===== config.mk =====
export PLATFORM = sky130hd
export DESIGN_NAME = pwm_group
export DESIGN_NICKNAME = d
export VERILOG_FILES = /design/src/rtl/pwm_grp_pkg.sv /design/src/rtl/pwm_timebase.sv /design/src/rtl/pwm_shadow.sv /design/src/rtl/pwm_outmux.sv /design/src/rtl/pwm_group.sv
export SDC_FILE = /design/constraint.sdc
export NUM_CORES = 1
export LEC_CHECK = 0
export BUFFER_PORTS_ARGS = -buffer_cell sky130_fd_sc_hd__buf_2
export CAP_MARGIN = 20
export CORE_UTILIZATION = 45
export CTS_BUF_LIST = sky130_fd_sc_hd__clkbuf_8 sky130_fd_sc_hd__clkbuf_16
export CTS_CLUSTER_DIAMETER = 120
export DETAILED_ROUTE_END_ITERATION = 7
export GPL_TIMING_DRIVEN = 0
export PLACE_DENSITY = 0.6
export SLEW_MARGIN = 20
export SYNTH_ARGS = -nofsm -noshare
export SYNTH_HDL_FRONTEND = slang
export SYNTH_HIERARCHICAL = 1
export SYNTH_SLANG_ARGS = --single-unit

===== constraint.sdc =====
create_clock -name clk -period 5.7 [get_ports clk]
set_clock_uncertainty 0.05 [all_clocks]
set_input_delay 0.285 -clock clk [delete_from_list [all_inputs] [get_ports clk]]
set_output_delay 0.285 -clock clk [all_outputs]
set_load 0.01 [all_outputs]

===== src/rtl/pwm_grp_pkg.sv =====
package pwm_grp_pkg;
  localparam int NOUT = 4;
  localparam int SELW = $clog2(NOUT);

  typedef struct packed {
    logic center;
    logic paired;
    logic dbl;
  } pwm_mode_t;
endpackage


===== src/rtl/pwm_timebase.sv =====
module pwm_timebase #(
  parameter int CW = 8
) (
  input  logic          clk,
  input  logic          rst_n,
  input  logic          en,
  input  logic          center,
  input  logic          dbl,
  input  logic [CW-1:0] per,
  output logic [CW-1:0] cnt,
  output logic          load_start,
  output logic          load_mid,
  output logic          strobe_start,
  output logic          strobe_mid
);
  logic dn;
  logic wrap_evt;
  logic peak_evt;

  always_comb begin
    wrap_evt     = center ? (dn && cnt == CW'(1)) : (cnt == per - CW'(1));
    peak_evt     = center && !dn && (cnt == per - CW'(1));
    load_start   = !en || wrap_evt;
    load_mid     = en && peak_evt && dbl;
    strobe_start = en && (cnt == '0);
    strobe_mid   = en && center && dn && (cnt == per);
  end

  always_ff @(posedge clk) begin
    if (!rst_n) begin
      cnt <= '0;
      dn  <= 1'b0;
    end else if (load_start) begin
      cnt <= '0;
      dn  <= 1'b0;
    end else if (peak_evt) begin
      cnt <= per;
      dn  <= 1'b1;
    end else if (dn) begin
      cnt <= cnt - CW'(1);
    end else begin
      cnt <= cnt + CW'(1);
    end
  end

  p_cnt_bound_r3: assert property (@(posedge clk) disable iff (!rst_n)
    (en && !center) |-> (cnt < per));
  p_cnt_bound_r4: assert property (@(posedge clk) disable iff (!rst_n)
    (en && center) |-> (cnt <= per));
  p_strobe_excl_r4: assert property (@(posedge clk) disable iff (!rst_n)
    strobe_mid |-> !strobe_start);
  p_restart_r8: assert property (@(posedge clk) disable iff (!rst_n)
    (en && load_start) |=> (cnt == '0));
endmodule


===== src/rtl/pwm_shadow.sv =====
module pwm_shadow
  import pwm_grp_pkg::*;
#(
  parameter int CW = 8
) (
  input  logic                     clk,
  input  logic                     rst_n,
  input  logic                     wr_period,
  input  logic [CW-1:0]            period_in,
  input  logic                     wr_duty,
  input  logic [SELW-1:0]          duty_sel,
  input  logic [CW-1:0]            duty_in,
  input  logic                     wr_mode,
  input  pwm_mode_t                mode_in,
  input  logic                     load_start,
  input  logic                     load_mid,
  output logic [CW-1:0]            act_per,
  output logic [NOUT-1:0][CW-1:0]  act_duty,
  output pwm_mode_t                act_mode
);
  function automatic logic [CW-1:0] eff_per(input logic [CW-1:0] p);
    return (p < CW'(2)) ? CW'(2) : p;
  endfunction

  logic [CW-1:0] sh_per;
  pwm_mode_t     sh_mode;

  always_ff @(posedge clk) begin
    if (!rst_n) begin
      sh_per   <= '0;
      sh_mode  <= '0;
      act_per  <= CW'(2);
      act_mode <= '0;
    end else begin
      if (wr_period) sh_per  <= period_in;
      if (wr_mode)   sh_mode <= mode_in;
      if (load_start) begin
        act_per  <= eff_per(sh_per);
        act_mode <= sh_mode;
      end
    end
  end

  for (genvar i = 0; i < NOUT; i++) begin : g_slot
    logic [CW-1:0] sh_duty;
    always_ff @(posedge clk) begin
      if (!rst_n) begin
        sh_duty     <= '0;
        act_duty[i] <= '0;
      end else begin
        if (wr_duty && duty_sel == SELW'(i)) sh_duty <= duty_in;
        if (load_start || load_mid) act_duty[i] <= sh_duty;
      end
    end
  end

  p_duty_hold_r8: assert property (@(posedge clk) disable iff (!rst_n)
    (!load_start && !load_mid) |=> $stable(act_duty));
  p_cfg_hold_r9: assert property (@(posedge clk) disable iff (!rst_n)
    !load_start |=> ($stable(act_per) && $stable(act_mode)));
  p_per_floor_r11: assert property (@(posedge clk) disable iff (!rst_n)
    act_per >= CW'(2));
endmodule


===== src/rtl/pwm_outmux.sv =====
module pwm_outmux
  import pwm_grp_pkg::*;
#(
  parameter int CW = 8
) (
  input  logic                    clk,
  input  logic                    rst_n,
  input  logic                    en,
  input  logic [CW-1:0]           cnt,
  input  logic [CW-1:0]           per,
  input  logic [NOUT-1:0][CW-1:0] duty,
  input  pwm_mode_t               mode,
  output logic [NOUT-1:0]         pwm_out
);
  function automatic logic level(input logic [CW-1:0] c, input logic [CW-1:0] d,
                                 input logic [CW-1:0] p, input logic ctr);
    if (d == '0)  return 1'b0;
    if (d >= p)   return 1'b1;
    if (ctr)      return ({1'b0, c} + {1'b0, d}) > {1'b0, p};
    return c < d;
  endfunction

  for (genvar g = 0; g < NOUT / 2; g++) begin : g_pair
    logic lead, trail;
    always_comb begin
      lead  = level(cnt, duty[2*g],   per, mode.center);
      trail = level(cnt, duty[2*g+1], per, mode.center);
      pwm_out[2*g]   = en && lead;
      pwm_out[2*g+1] = en && (mode.paired ? !lead : trail);
    end

    p_comp_r6: assert property (@(posedge clk) disable iff (!rst_n)
      (en && mode.paired) |-> (pwm_out[2*g+1] == !pwm_out[2*g]));
  end

  p_off_low_r2: assert property (@(posedge clk) disable iff (!rst_n)
    !en |-> (pwm_out == '0));
endmodule


===== src/rtl/pwm_group.sv =====
module pwm_group
  import pwm_grp_pkg::*;
#(
  parameter int CW = 8
) (
  input  logic            clk,
  input  logic            rst_n,
  input  logic            enable,
  input  logic            wr_period,
  input  logic [CW-1:0]   period_in,
  input  logic            wr_duty,
  input  logic [SELW-1:0] duty_sel,
  input  logic [CW-1:0]   duty_in,
  input  logic            wr_mode,
  input  logic            mode_center,
  input  logic            mode_paired,
  input  logic            mode_double,
  output logic [NOUT-1:0] pwm_out,
  output logic            period_start,
  output logic            period_mid
);
  logic [CW-1:0]           cnt;
  logic [CW-1:0]           act_per;
  logic [NOUT-1:0][CW-1:0] act_duty;
  pwm_mode_t               act_mode;
  pwm_mode_t               mode_wr;
  logic                    load_start, load_mid;

  assign mode_wr = '{center: mode_center, paired: mode_paired, dbl: mode_double};

  pwm_timebase #(.CW(CW)) u_tb (
    .clk, .rst_n, .en(enable), .center(act_mode.center), .dbl(act_mode.dbl),
    .per(act_per), .cnt, .load_start, .load_mid,
    .strobe_start(period_start), .strobe_mid(period_mid)
  );

  pwm_shadow #(.CW(CW)) u_sh (
    .clk, .rst_n, .wr_period, .period_in, .wr_duty, .duty_sel, .duty_in,
    .wr_mode, .mode_in(mode_wr), .load_start, .load_mid,
    .act_per, .act_duty, .act_mode
  );

  pwm_outmux #(.CW(CW)) u_om (
    .clk, .rst_n, .en(enable), .cnt, .per(act_per), .duty(act_duty),
    .mode(act_mode), .pwm_out
  );

  p_mid_center_r9: assert property (@(posedge clk) disable iff (!rst_n)
    load_mid |-> (act_mode.center && act_mode.dbl));
  p_idle_quiet_r2: assert property (@(posedge clk) disable iff (!rst_n)
    !enable |-> (!period_start && !period_mid));
endmodule


==> impl_metrics.toml <==
[run_status]
outcome = "completed"

[sta]
period_share_pct = 91.5
hold_viol = 0
worstMarginPinSlew_ns = 0.782
setup_tns_ns = 0
fmax_mhz = 192
relSlewSlack_pct = 47.8
hold_ws_ns = 0.149
finalSetupViolations = 0
drv_slew = 0
fin_ws_ns = 0.486
min_period_ns = 5.21
rsz0062_at_grt = "no"

[finish]
drive_gt1_share_pct = 8.23
seq_area_mm2 = 0.00190
post-route-util_pct = 50.5
final_cell_mix = "ha_1, dfxtp_1, nand2_1"
fillCellCount = 1607
fin_cells = 1144
antennaDiodeCount = 0
multi_input_area_mm2 = 0.00536
final_nets = 1083
final_area_mm2 = 0.00841
final_common_cell = "ha_1"
synthToLayoutAreaGrowth_pct = 9.57

[die]
row_count = 47
coreArea_mm2 = 0.0166
dieWidth_um = 133
start_util_pct = 46.1
pin_count = 33
dieArea_mm2 = 0.0176
fp.dieH_um = 133

[synthesis]
synth_warnings = 6
synth_cells = 877
synth.avg_cell_area_um2 = 8.75
async_flop_share_pct = 0
netlist_area_mm2 = 0.00768
synthFlopType = "dfxtp_1"
syn-num-nets = 1041
synth_cell_type_count = 70
ys_ff_latch = 95
ys_seq_area_share_pct = 24.8
synth-edff-count = 0

[worst_hold_path]
hold_path_class = "primary input to register"

[routing]
wl_per_cell_um = 16.5
ant_nets = 0
drcViolationCount = 0
vias_per_cell = 5.31
drt_iter0_markers = 301
drt_pass1_iterations = 5
num_vias = 6076
wirelength_um = 18800

[cts]
root_buffer = "clkbuf_16"
clk_latency_ns = 0.34
cts_buffers = 9
cts_resized = 0
clk_pin_slew_ns = 0.07
cts_hold_buf = 0
postCtsSetupBuffers = 0
clock-sinks = 95
cts.htree.levels = 3
cts_tree = "done"
cts_buffer_depth = 2

[run]
drv_cap = 0

[global_route]
grt_usage_pct = 22.0
grt.overflow.total = 0
grt_pass1_wl_um = 30600
grt_antenna_before_repair = 0
grt_pass1_vias = 5793
grt_max_degree = 18

[setup_path]
crit_slowest_cell = "dfxtp_1"
criticalPathCategory = "register to primary output"
endpoint_kind = "primary output"
required_ns = 5.37
critPathMaxStageDelay_ns = 0.81
startpoint_type = "register"
worst-r2r-setup-slack_ns = 2.23
cp_common_cell = "a21oi_1"
cp.arrival_ns = 4.88
critPathBufInv = 2
path_delay_family = "compound AO/OA/AOI/OAI gates"
crit_chain = "inv_1, fa_1, o21bai_1, a21oi_1, o31ai_1, xnor2_1, ha_1, nand4_1, a21oi_1, or4_1, a221oi_2, o22ai_2, o22ai_1, buf_2"
crit_fanout = 15

[placed_design]
placed_cells = 1128
port_buffers = 31
gp_congestion = 0.860
place_area_mm2 = 0.00811
pre_cts_slack_ns = 0.854
place_hpwl_um = 14500

[pwr]
total_power_mw = 1.62
leakagePower_nw = 3.73
powerDensity_mw_per_mm2 = 192
ir_drop_mv = 0.169
==> worst register-to-register path: cells and delay by family, from the launching register on <==
kind,cells,cell delay [ns]
AO/OA/AOI/OAI,4,0.89
XOR/XNOR,1,0.15
buffers and inverters,4,0.73
AND/OR/NAND/NOR,3,0.39
adder cells (fa/ha/maj),1,0.33
flip-flops,1,0.83
==> synth_stat cells (3+ instances only) <==
library cell  count  share of area (%)
xnor2_1          27                3.1
nand3_1          12               0.78
xor2_1           13                1.5
buf_2            15               0.98
nor3_1            9               0.59
a21boi_1          4               0.39
nand3b_1         10               0.98
mux2i_1          59                7.7
a211o_1           4               0.46
nand2b_1         18                1.5
fa_1              4                1.0
a31oi_1           7               0.57
nor2_1           36                1.8
nand4_1          11               0.90
o211ai_1          3               0.29
a21boi_0         28                2.7
o22ai_1           3               0.24
o21ai_0          21                1.4
o21bai_1          5               0.49
o41a_1            3               0.44
o21ai_1          10               0.65
dfxtp_1          95                 25
a21oi_1          35                2.3
clkbuf_1         13               0.64
and2_1            3               0.24
a211oi_1          8               0.78
nor3b_1           3               0.29
inv_1            76                3.7
nor2b_1          58                4.7
o31ai_1           3               0.29
nor4_1           13                1.1
a21o_1            9               0.88
or4_1             3               0.29
ha_1            133                 22
nand2_1          77                3.8
==> power breakdown <==
| part | switching, mW | internal (mW) | total, mW |
|---|---|---|---|
| combinational | 0.155 | 0.127 | 0.283 |
| clock | 0.273 | 0.346 | 0.618 |
| sequential | 0.0318 | 0.685 | 0.716 |
| total | 0.460 | 1.16 | 1.62 |
==> cells by family after synthesis <==
| kind of cell | count (synthesis) | share of synthesized area (%) |
|---|---|---|
| buffers and inverters | 105 | 5.38 |
| XOR/XNOR | 40 | 4.56 |
| adder cells (fa/ha/maj) | 137 | 22.7 |
| AO/OA/AOI/OAI | 174 | 16.3 |
| multiplexers | 60 | 7.84 |
| flip-flops | 95 | 24.8 |
| AND/OR/NAND/NOR | 266 | 18.4 |
==> worst paths after layout <==
| kind | cells past startpoint | end | from |
|---|---|---|---|
| setup / recovery | 14 | pwm_out[3] | u_tb/cnt[1] |
| hold / removal | 3 | u_sh/sh_per[0] | period_in[0] |
| setup reg to reg | 13 | u_sh/act_duty[20] | u_sh/act_per[0] |
| hold reg to reg | 2 | u_sh/act_duty[8] | u_sh/g_slot[1].sh_duty[0] |
==> per-layer routing <==
| layer | GRT usage (%) | wire [um] |
|---|---|---|
| met4 | 5.56 | 270 |
| met5 | 0 | 0 |
| met1 | 31.7 | 9920 |
| met3 | 2.34 | 404 |
| met2 | 34.9 | 8230 |
==> state kept, by name (all words and copies together) (netlist names) <==
register / cells
u_sh/act_duty: 32
u_sh/g_slot.sh_duty: 32
u_sh/act_per: 8
u_sh/sh_per: 8
u_tb/cnt: 8
u_sh/act_mode: 3
u_sh/sh_mode: 3
u_tb/dn: 1
==> final cells by class <==
cell class | count | area share, %
flip-flops and latches | 95 | 22.6
clock inverters | 7 | 0.937
repair buffers | 31 | 1.84
multi-input cells | 677 | 63.8
clock buffers | 9 | 2.68
well taps | 220 | 3.27
inverters | 77 | 3.44
plain buffers | 28 | 1.47
(Power assumes the default switching activity.)
